File: src/rtl/adc_rdseq_pkg.sv
package adc_rdseq_pkg;

   typedef enum logic [2:0] {
      ST_IDLE  = 3'd0,
      ST_START = 3'd1,
      ST_WHI   = 3'd2,
      ST_WLO   = 3'd3,
      ST_READ  = 3'd4,
      ST_REL   = 3'd5,
      ST_ACQ   = 3'd6
   } seq_st_e;

   // ceiling of a nanosecond bound over the clock period, never below one cycle
   function automatic int ns_to_cyc(input int ns, input int period_ps);
      int c;
      c = (ns * 1000 + period_ps - 1) / period_ps;
      if (c < 1) c = 1;
      return c;
   endfunction

   function automatic int imax(input int a, input int b);
      return (a > b) ? a : b;
   endfunction

endpackage

File: src/rtl/adc_rdseq_sync.sv
module adc_rdseq_sync #(
   parameter int STAGES = 2
) (
   input  logic clk,
   input  logic rst_n,
   input  logic d_i,
   output logic q_o
);

   logic [STAGES-1:0] sh_q;

   for (genvar i = 0; i < STAGES; i++) begin : g_stage
      if (i == 0) begin : g_first
         always_ff @(posedge clk or negedge rst_n) begin
            if (!rst_n) sh_q[0] <= 1'b0;
            else        sh_q[0] <= d_i;
         end
      end else begin : g_next
         always_ff @(posedge clk or negedge rst_n) begin
            if (!rst_n) sh_q[i] <= 1'b0;
            else        sh_q[i] <= sh_q[i-1];
         end
      end
   end

   assign q_o = sh_q[STAGES-1];

endmodule

File: src/rtl/adc_rdseq_wake.sv
module adc_rdseq_wake #(
   parameter int N_WAKE = 250,
   parameter int CW     = 10
) (
   input  logic clk,
   input  logic rst_n,
   input  logic stby_i,
   output logic ok_o
);

   localparam logic [CW-1:0] L_WAKE = CW'(N_WAKE);

   logic [CW-1:0] cnt_q;

   always_ff @(posedge clk or negedge rst_n) begin
      if (!rst_n)            cnt_q <= '0;
      else if (stby_i)       cnt_q <= L_WAKE;
      else if (cnt_q != '0)  cnt_q <= cnt_q - 1'b1;
   end

   assign ok_o = (cnt_q == '0);

   // a sampled standby request always closes the gate
   a_r8_wake_block: assert property (@(posedge clk) disable iff (!rst_n)
      stby_i |=> !ok_o);

endmodule

File: src/rtl/adc_rdseq_fsm.sv
module adc_rdseq_fsm
   import adc_rdseq_pkg::*;
#(
   parameter int DATA_W  = 14,
   parameter int SYNC_N  = 2,
   parameter int N_START = 5,
   parameter int N_BHI   = 9,
   parameter int N_CONV  = 300,
   parameter int N_RD    = 5,
   parameter int N_REL   = 4,
   parameter int N_ACQ   = 38,
   parameter int CW      = 10
) (
   input  logic              clk,
   input  logic              rst_n,
   input  logic              go_i,
   input  logic              cont_i,
   input  logic              stby_i,
   input  logic              wake_ok_i,
   input  logic              busy_s_i,
   input  logic [DATA_W-1:0] data_i,
   output logic              cnv_n_o,
   output logic              cs_n_o,
   output logic              rd_n_o,
   output logic              vld_o,
   output logic [DATA_W-1:0] dat_o,
   output logic              err_nobusy_o,
   output logic              err_conv_o
);

   localparam logic [CW-1:0] L_START = CW'(N_START - 1);
   localparam logic [CW-1:0] L_BHI   = CW'(N_BHI + SYNC_N - 1);
   localparam logic [CW-1:0] L_CONV  = CW'(N_CONV + SYNC_N - 1);
   localparam logic [CW-1:0] L_RD    = CW'(N_RD - 1);
   localparam logic [CW-1:0] L_REL   = CW'(N_REL - 1);
   localparam logic [CW-1:0] L_ACQ   = CW'(N_ACQ - 1);

   seq_st_e           st_q, st_d;
   logic [CW-1:0]     cnt_q, cnt_d;
   logic              busy_prev_q;
   logic              cap, e_nb, e_cv;
   logic              cnv_n_q, cs_n_q, rd_n_q, vld_q, enb_q, ecv_q;
   logic [DATA_W-1:0] dat_q;
   logic              cnt_zero;

   assign cnt_zero = (cnt_q == '0);

   always_comb begin
      st_d  = st_q;
      cnt_d = cnt_zero ? cnt_q : cnt_q - 1'b1;
      cap   = 1'b0;
      e_nb  = 1'b0;
      e_cv  = 1'b0;
      unique case (st_q)
         ST_IDLE: begin
            if ((go_i || cont_i) && wake_ok_i && !stby_i) begin
               st_d  = ST_START;
               cnt_d = L_START;
            end
         end
         ST_START: begin
            if (cnt_zero) begin
               st_d  = ST_WHI;
               cnt_d = L_BHI;
            end
         end
         ST_WHI: begin
            if (busy_s_i) begin
               st_d  = ST_WLO;
               cnt_d = L_CONV;
            end else if (cnt_zero) begin
               e_nb  = 1'b1;
               st_d  = ST_ACQ;
               cnt_d = L_ACQ;
            end
         end
         ST_WLO: begin
            if (busy_prev_q && !busy_s_i) begin
               st_d  = ST_READ;
               cnt_d = L_RD;
            end else if (cnt_zero) begin
               e_cv  = 1'b1;
               st_d  = ST_ACQ;
               cnt_d = L_ACQ;
            end
         end
         ST_READ: begin
            if (cnt_zero) begin
               cap   = 1'b1;
               st_d  = ST_REL;
               cnt_d = L_REL;
            end
         end
         ST_REL: begin
            if (cnt_zero) begin
               st_d  = ST_ACQ;
               cnt_d = L_ACQ;
            end
         end
         ST_ACQ: begin
            if (cnt_zero) st_d = ST_IDLE;
         end
         default: begin
            st_d  = ST_IDLE;
            cnt_d = '0;
         end
      endcase
   end

   always_ff @(posedge clk or negedge rst_n) begin
      if (!rst_n) begin
         st_q        <= ST_IDLE;
         cnt_q       <= '0;
         busy_prev_q <= 1'b0;
         cnv_n_q     <= 1'b1;
         cs_n_q      <= 1'b1;
         rd_n_q      <= 1'b1;
         vld_q       <= 1'b0;
         enb_q       <= 1'b0;
         ecv_q       <= 1'b0;
         dat_q       <= '0;
      end else begin
         st_q        <= st_d;
         cnt_q       <= cnt_d;
         busy_prev_q <= busy_s_i;
         cnv_n_q     <= (st_d != ST_START);
         cs_n_q      <= (st_d != ST_READ);
         rd_n_q      <= (st_d != ST_READ);
         vld_q       <= cap;
         enb_q       <= e_nb;
         ecv_q       <= e_cv;
         if (cap) dat_q <= data_i;
      end
   end

   assign cnv_n_o      = cnv_n_q;
   assign cs_n_o       = cs_n_q;
   assign rd_n_o       = rd_n_q;
   assign vld_o        = vld_q;
   assign dat_o        = dat_q;
   assign err_nobusy_o = enb_q;
   assign err_conv_o   = ecv_q;

   // checker-side count of low strobe cycles
   logic [CW-1:0] lo_len_q;
   always_ff @(posedge clk or negedge rst_n) begin
      if (!rst_n)        lo_len_q <= '0;
      else if (!cnv_n_q) lo_len_q <= lo_len_q + 1'b1;
      else               lo_len_q <= '0;
   end

   // start strobe honours its minimum low width
   a_r2_cnv_width: assert property (@(posedge clk) disable iff (!rst_n)
      $rose(cnv_n_o) |-> (lo_len_q >= CW'(N_START)));

   // chip select covers every read-strobe cycle
   a_r5_cs_covers_rd: assert property (@(posedge clk) disable iff (!rst_n)
      !rd_n_o |-> !cs_n_o);

   // read strobe opens only once synchronized busy is low
   a_r5_rd_after_busy: assert property (@(posedge clk) disable iff (!rst_n)
      $fell(rd_n_o) |-> $past(!busy_s_i));

   // no start strobe while asleep or waking
   a_r8_no_start_asleep: assert property (@(posedge clk) disable iff (!rst_n)
      $fell(cnv_n_o) |-> $past(wake_ok_i && !stby_i));

   // valid is a single-cycle pulse
   a_r6_vld_pulse: assert property (@(posedge clk) disable iff (!rst_n)
      vld_o |=> !vld_o);

   // a conversion ends in a word or in exactly one error kind
   a_r3_r4_outcome_excl: assert property (@(posedge clk) disable iff (!rst_n)
      $onehot0({vld_o, err_nobusy_o, err_conv_o}));

endmodule

File: src/rtl/adc_rdseq.sv
module adc_rdseq
   import adc_rdseq_pkg::*;
#(
   parameter int DATA_W         = 14,
   parameter int CLK_PS         = 8000,
   parameter int SYNC_STAGES    = 2,
   parameter int START_NS       = 35,
   parameter int BUSY_RISE_NS   = 70,
   parameter int CONV_NS        = 2200,
   parameter int CONV_MARGIN_NS = 200,
   parameter int RD_PULSE_NS    = 35,
   parameter int RD_ACCESS_NS   = 40,
   parameter int RELEASE_NS     = 30,
   parameter int WAKE_NS        = 2000,
   parameter int ACQ_NS         = 300
) (
   input  logic              clk,
   input  logic              rst_n,
   input  logic              go_i,
   input  logic              cont_i,
   input  logic              stby_i,
   input  logic              busy_i,
   input  logic [DATA_W-1:0] data_i,
   output logic              cnv_n_o,
   output logic              cs_n_o,
   output logic              rd_n_o,
   output logic              sleep_n_o,
   output logic              vld_o,
   output logic [DATA_W-1:0] dat_o,
   output logic              err_nobusy_o,
   output logic              err_conv_o
);

   localparam int N_START = ns_to_cyc(START_NS, CLK_PS);
   localparam int N_BHI   = ns_to_cyc(BUSY_RISE_NS, CLK_PS);
   localparam int N_CONV  = ns_to_cyc(CONV_NS + CONV_MARGIN_NS, CLK_PS);
   localparam int N_RD    = ns_to_cyc(imax(RD_PULSE_NS, RD_ACCESS_NS), CLK_PS);
   localparam int N_REL   = ns_to_cyc(RELEASE_NS, CLK_PS);
   localparam int N_ACQ   = ns_to_cyc(ACQ_NS, CLK_PS);
   localparam int N_WAKE  = ns_to_cyc(WAKE_NS, CLK_PS);
   localparam int N_MAX   = imax(imax(imax(N_START, N_BHI), imax(N_CONV, N_RD)),
                                 imax(imax(N_REL, N_ACQ), N_WAKE)) + SYNC_STAGES;
   localparam int CW      = $clog2(N_MAX + 1) + 1;

   if (DATA_W < 1) begin : g_bad_width
      $error("adc_rdseq: DATA_W must be at least 1");
   end
   if (SYNC_STAGES < 2) begin : g_bad_sync
      $error("adc_rdseq: SYNC_STAGES must be at least 2");
   end
   if (CLK_PS < 1) begin : g_bad_clk
      $error("adc_rdseq: CLK_PS must be positive");
   end

   logic busy_s;
   logic wake_ok;
   logic sleep_n_q;

   adc_rdseq_sync #(.STAGES(SYNC_STAGES)) u_sync (
      .clk   (clk),
      .rst_n (rst_n),
      .d_i   (busy_i),
      .q_o   (busy_s)
   );

   adc_rdseq_wake #(.N_WAKE(N_WAKE), .CW(CW)) u_wake (
      .clk    (clk),
      .rst_n  (rst_n),
      .stby_i (stby_i),
      .ok_o   (wake_ok)
   );

   adc_rdseq_fsm #(
      .DATA_W  (DATA_W),
      .SYNC_N  (SYNC_STAGES),
      .N_START (N_START),
      .N_BHI   (N_BHI),
      .N_CONV  (N_CONV),
      .N_RD    (N_RD),
      .N_REL   (N_REL),
      .N_ACQ   (N_ACQ),
      .CW      (CW)
   ) u_fsm (
      .clk          (clk),
      .rst_n        (rst_n),
      .go_i         (go_i),
      .cont_i       (cont_i),
      .stby_i       (stby_i),
      .wake_ok_i    (wake_ok),
      .busy_s_i     (busy_s),
      .data_i       (data_i),
      .cnv_n_o      (cnv_n_o),
      .cs_n_o       (cs_n_o),
      .rd_n_o       (rd_n_o),
      .vld_o        (vld_o),
      .dat_o        (dat_o),
      .err_nobusy_o (err_nobusy_o),
      .err_conv_o   (err_conv_o)
   );

   always_ff @(posedge clk or negedge rst_n) begin
      if (!rst_n) sleep_n_q <= 1'b1;
      else        sleep_n_q <= !stby_i;
   end
   assign sleep_n_o = sleep_n_q;

   // sleep control tracks the standby request one cycle late
   a_r8_sleep_follow: assert property (@(posedge clk) disable iff (!rst_n)
      stby_i |=> !sleep_n_o);

endmodule

File: config.mk
export PLATFORM = sky130hd
export DESIGN_NAME = adc_rdseq
export DESIGN_NICKNAME = d
export VERILOG_FILES = /design/src/rtl/adc_rdseq_pkg.sv /design/src/rtl/adc_rdseq_sync.sv /design/src/rtl/adc_rdseq_wake.sv /design/src/rtl/adc_rdseq_fsm.sv /design/src/rtl/adc_rdseq.sv
export SDC_FILE = /design/constraint.sdc
export NUM_CORES = 1
export LEC_CHECK = 0
export ABC_AREA = 1
export ABC_CLOCK_PERIOD_IN_PS = 1800
export BUFFER_PORTS_ARGS = -buffer_cell sky130_fd_sc_hd__buf_2
export CELL_PAD_IN_SITES_DETAIL_PLACEMENT = 0
export CELL_PAD_IN_SITES_GLOBAL_PLACEMENT = 1
export CORE_MARGIN = 4
export CORE_UTILIZATION = 37
export DETAILED_ROUTE_END_ITERATION = 8
export GPL_ROUTABILITY_DRIVEN = 0
export PLACE_DENSITY = 0.87
export SYNTH_ARGS = -nofsm -noshare
export SYNTH_HDL_FRONTEND = slang
export SYNTH_SLANG_ARGS = --single-unit
export TNS_END_PERCENT = 1
File: constraint.sdc
create_clock -name clk -period 1.8 [get_ports clk]
set_clock_uncertainty 0.1 [all_clocks]
set_input_delay 0.18 -clock clk [delete_from_list [all_inputs] [get_ports clk]]
set_output_delay 0.18 -clock clk [all_outputs]
set_load 0.03 [all_outputs]
# ---- Yosys cells after proc, flatten, opt, wreduce, memory -nomap -nowiden
# Cells that the tools add are included.
# Widths: inputs -> output; s select.
dict set report word_totals {
  in_bits 20
  register_bits 46
  wordCells 58
  out_inout_bits 21
}
dict set report op_classes {
  n_reduce_logical 11
  addsub 2
  eq_ne 8
  mux 24
}
# op count
set ops {}
lappend ops {{$mux 10} 9}
lappend ops {{$pmux 10 s7} 1}
lappend ops {{$mux 3} 7}
lappend ops {{$pmux 3 s7} 1}
lappend ops {{$logic_not 10->1} 2}
lappend ops {{$sub 10x1->10 const B} 2}
lappend ops {{$reduce_bool 10->1} 1}
lappend ops {{$eq 3x3->1 const B} 3}
lappend ops {{$eq 3x2->1 const B} 2}
lappend ops {{$mux 1} 6}
lappend ops {{$eq 3x1->1 const B} 1}
lappend ops {{$logic_and 1x1->1} 3}
lappend ops {{$logic_not 3->1} 1}
lappend ops {{$ne 3x1->1 const B} 1}
lappend ops {{$ne 3x3->1 const B} 1}
lappend ops {{$logic_not 1->1} 2}
lappend ops {{$reduce_bool 2->1} 1}
lappend ops {{$logic_or 1x1->1} 1}

# ---- Depth between registers and ports, before layout
dict set report depth {
  depth_word 6
  mapped_depth 11
  depth_no_buf 11
}

# ---- Modules after synthesis
# From an unflattened synthesis, not the netlist that was laid out.
dict set report hier_totals {
  cells_unflattened 339
  hier_area_um2 2543.7
}
# mod cells_per_inst n_inst seq_area_each_um2 area_each_um2
set by_module_without_submodules {}
lappend by_module_without_submodules {adc_rdseq_fsm 251 1 828.3 1859.3}
lappend by_module_without_submodules {adc_rdseq_wake 84 1 250.2 604.3}
lappend by_module_without_submodules {adc_rdseq_sync 2 1 50.0 50.0}
lappend by_module_without_submodules {adc_rdseq 2 1 26.3 30.0}

# ---- Worst setup path before layout
# OpenSTA, ideal clock, no wires.
dict set report synth_timing {
  path_type {register -> register}
  from {reg u_fsm.cnt_q[0]}
  to {reg u_fsm.cnt_q[0]}
  path_slack_ns -0.010
  stages_incl_launch_ff 12
  path_buffers 1
  required_time_ns 1.572
  setup_ns 0.128
  synth_period_minus_slack_ns 1.810
  arrival_ns 1.583
  path_cell_list {dfrtp_1 > inv_1 > ha_1 > nand3_1 > nor2_4 > nand2_4 > buf_2 > ha_1 > inv_1 > o21ai_1 > a21oi_1 > o21ai_0}
}
dict set report synth_between {
  elab_chain_len 5
  elab_cells_between_ends 10
  cone_classes {add/sub: 1; mux: 8; reduce/logical: 1}
}
# item line_no
set synth_lines {}
lappend synth_lines {{start: declaration} adc_rdseq_fsm.sv:39} ;# logic [CW-1:0] cnt_q, cnt_d;
lappend synth_lines {{start signal: assignment} adc_rdseq_fsm.sv:124} ;# cnt_q <= cnt_d;
lappend synth_lines {{$sub 10x1->10 / $logic_not 10->1 (equally long branches)} {adc_rdseq_fsm.sv:50, adc_rdseq_fsm.sv:46}}
lappend synth_lines {{$mux 10} adc_rdseq_fsm.sv:50} ;# cnt_d = cnt_zero ? cnt_q : cnt_q - 1'b1;
lappend synth_lines {{$mux 10} {adc_rdseq_fsm.sv:71, adc_rdseq_fsm.sv:81, adc_rdseq_fsm.sv:95}}
lappend synth_lines {{$mux 10 (on tied branches)} {adc_rdseq_fsm.sv:78, adc_rdseq_fsm.sv:68}}
lappend synth_lines {{$pmux 10 s7 *} adc_rdseq_fsm.sv:54} ;# unique case (st_q)
lappend synth_lines {{named net u_fsm.cnt_d[0]} adc_rdseq_fsm.sv:39}
# Mark *: on every way through the listed nets, which the timed path passes. The rest lies on a longest branch.
# A chain may end at the register's enable or synchronous reset.

# ---- Worst setup path in the final report
# Ends and elaborated chain as after synthesis.

==> impl_metrics.json <==
{
  "dp_hpwl_mm": 3.810,
  "cp.arrival_ns": 1.79,
  "crit_end": "u_fsm.cnt_q[0]",
  "r2r_cells": 10,
  "status": "complete, no violations",
  "row_count": 29,
  "clk_latency_ns": 0.31,
  "place_worst_setup_slack_ns": 0.09459,
  "core_region_area_um2": 6350,
  "wl_mm": 5.365,
  "vias": 2129,
  "max_cap_viol_count": 0,
  "detail_route.wl_per_cell_um": 11.82,
  "yosysWarnings": 0,
  "cts_root_buf": "clkbuf_8",
  "netlist_area_um2": 2414,
  "antenna_cells": 0,
  "powerDensity_nw_per_um2": 618.5,
  "period_needed_ns": 1.701,
  "maxSlewViolCount": 0,
  "r2r-end": "u_fsm.cnt_q[0]",
  "startpoint": "u_fsm.cnt_q[0]",
  "multi_input_area_um2": 1080,
  "syn_nets": 337,
  "viasPerCell": 4.689,
  "timing.rr.start": "u_fsm.cnt_q[0]",
  "end_kind": "flip-flop",
  "max_freq_ghz": 0.5879,
  "netlist-cell-type-count": 32,
  "design.die.area_um2": 7879,
  "instances_no_fill": 454,
  "dp_cells": 426,
  "synth_top_cell_area_share_pct": 44.58,
  "worstSetupPathType": "reg2reg",
  "antenna_found_initial": 0,
  "synth_top_area_cell": "dfrtp_1",
  "initial_core_util_pct": 38.01,
  "cts_made_buffers": 5,
  "vdd_drop_max_mv": 0.4225,
  "postLayoutSetupSlackWorst_ns": 0.09914,
  "synthCells": 311,
  "relSlewSlack_pct": 77.85,
  "die_h_um": 88.77,
  "h-tree-depth": 2,
  "first_iter_violations": 76,
  "dr.pass1.iters": 4,
  "worstPathRequired_ns": 1.89,
  "setup_tns_ns": 0,
  "grt.overflow.total": 0,
  "fin_crit_sh_pct": 94.49,
  "reg2reg_slack_ns": 0.1,
  "setup_viol": 0,
  "postPlaceCellArea_um2": 2705,
  "synth-seq-cells": 46,
  "intPower_mw": 1.429,
  "power_frac_comb_pct": 7.0,
  "switching_share_pct": 24.02,
  "total_power_mw": 1.880,
  "postSynthAreaPerCell_um2": 7.761,
  "cts_buffer_depth": 2,
  "area.growth.synth_to_final_pct": 25.97,
  "fp.dieW_um": 88.77,
  "drive_gt1_share_pct": 23.61,
  "synth.top_cells.by_area": "dfrtp_1 (45%), nand2_1 (15%), inv_1 (6.2%), nand3_1 (6.2%), nor2_1 (5.0%)",
  "grt_use_total_pct": 14.10,
  "pin_count": 41,
  "grt_pass1_vias": 1942,
  "hp-class": "in2reg",
  "grt_max_degree": 47,
  "cts_tree": "built",
  "clk_pin_slew_worst_paths_ns": 0.09,
  "p_clk_share_pct": 36.5,
  "regArea_um2": 1156,
  "port_buffers": 40,
  "cts_num_sinks": 46,
  "p_sw_mw": 0.4517,
  "cp_max_fo": 8,
  "final.fill_count": 614,
  "cp-start-kind": "flip-flop",
  "yosysSeqAreaShare_pct": 47.85,
  "nets": 402,
  "hold_violations": 0,
  "p_seq_share_pct": 56.5,
  "grt_pass1_wl_mm": 8.687,
  "p_leak_nw": 1.581,
  "antenna_left": 0,
  "drc": 0,
  "worst_pin_slew_ns": 0.3292,
  "stdcell_area_um2": 3040
}
-- critical path, stage by stage (launching register included) --
cell,delay [ns]
dfrtp_1,0.40
inv_2,0.08
ha_1,0.16
nand3_2,0.09
nor2_4,0.14
nand2_4,0.10
ha_1,0.20
inv_1,0.05
o21ai_1,0.06
a21oi_1,0.11
o21ai_0,0.09
-- layout make-up --
class                   count  area share (%)
clock inverters             2          0.5350
multi-input cells         215           35.51
well taps                  77           3.169
repair buffers             63           14.24
clock buffers               6           2.716
flip-flops and latches     46           38.02
inverters                  45           5.802
-- how the worst min path moves through the flow --
| stage | start | cells after the start | to | slack, ns |
|---|---|---|---|---|
| final | stby_i | 2 | sleep_n_o | 0.05 |
| after detailed placement | rst_n | 2 | u_fsm.err_conv_o | 0.09 |
| after global routing | stby_i | 2 | sleep_n_o | 0.07 |
| after floorplan | rst_n | 0 | u_fsm.busy_prev_q | -0.22 |
| after global placement | rst_n | 2 | u_fsm.err_conv_o | 0.08 |
| after CTS | stby_i | 2 | sleep_n_o | 0.02 |
-- power groups by stage --
stage                     logic [mW]  clock network [mW]  registers [mW]
after floorplan               0.0390                   0            1.08
after global placement        0.0965                   0            1.08
after detailed placement      0.0974                   0            1.08
after CTS                      0.124               0.707            1.06
after global routing           0.148               0.750            1.06
final                          0.131               0.687            1.06
-- through the flow --
step | utilization, % | hold WS (ns)
2_1_floorplan | - | -0.2156
5_1_grt | 47.88 | 0.06680
3_5_place_dp | 42.60 | 0.08528
4_1_cts | 46.68 | 0.02089
3_3_place_gp | 42.60 | 0.08393
6_report | 47.88 | 0.04737
-- repair_timing --
action                                 in CTS  in global routing
hold buffers                               16                  0
gates resized for setup                     0                 16
setup endpoints to repair                   0                 22
buffers inserted                            0                  4
endpoints found under the hold margin      58                  0
-- flip-flops by register name, summed over array words and instances (netlist names) --
signal	cells
sleep_n_o	1
u_fsm.dat_o	14
u_fsm.busy_prev_q	1
u_fsm.cnv_n_o	1
u_sync.sh_q	1
u_fsm.err_nobusy_o	1
u_fsm.st_q	3
u_fsm.vld_o	1
u_fsm.cnt_q	10
u_wake.cnt_q	10
u_sync.q_o	1
u_fsm.err_conv_o	1
u_fsm.cs_n_o	1
-- cell usage after synthesis (all sizes together) --
cell     n
dfstp    3
o21ai   12
inv     44
buf      5
a22oi    1
dfrtp   43
xnor2    2
or2      3
nand3   31
nand3b   1
clkinv   1
and3     1
nor4     2
xor2     4
nor2    38
nor3     2
ha       6
a21oi    9
nand2   99
o211ai   1
nand4    3
-- placed cells by master, fill, tap and decap left out, drive strengths merged --
cell	n
xnor2	2
or2	3
nand3	31
clkinvlp	1
dfrtp	43
a22oi	1
o211ai	1
and3	1
a21oi	9
nand4	3
nand2	99
nor2	38
dlygate4sd3	16
nor3	2
dfstp	3
ha	6
nor4	2
inv	45
o21ai	12
clkinv	1
xor2	4
clkbuf	6
buf	47
nand3b	1
-- metal layers --
| metal | share of wire (%) | GRT usage, % |
|---|---|---|
| met5 | 0 | 0 |
| met4 | 1.2 | 3.434 |
| met3 | 4.2 | 3.166 |
| met2 | 48 | 23.75 |
| met1 | 47 | 18.40 |
-- cell families (layout without fill, tap and decap cells) --
kind of cell	count (synthesis)	after routing	share of synthesized area (%)
compound gates	23	23	5.133
buf+inv	50	116	8.968
xor+xnor	6	6	2.177
fa+ha+maj	6	6	3.110
flops	46	46	47.85
simple gates	180	180	32.76
Power figures use the tool's default switching activity.
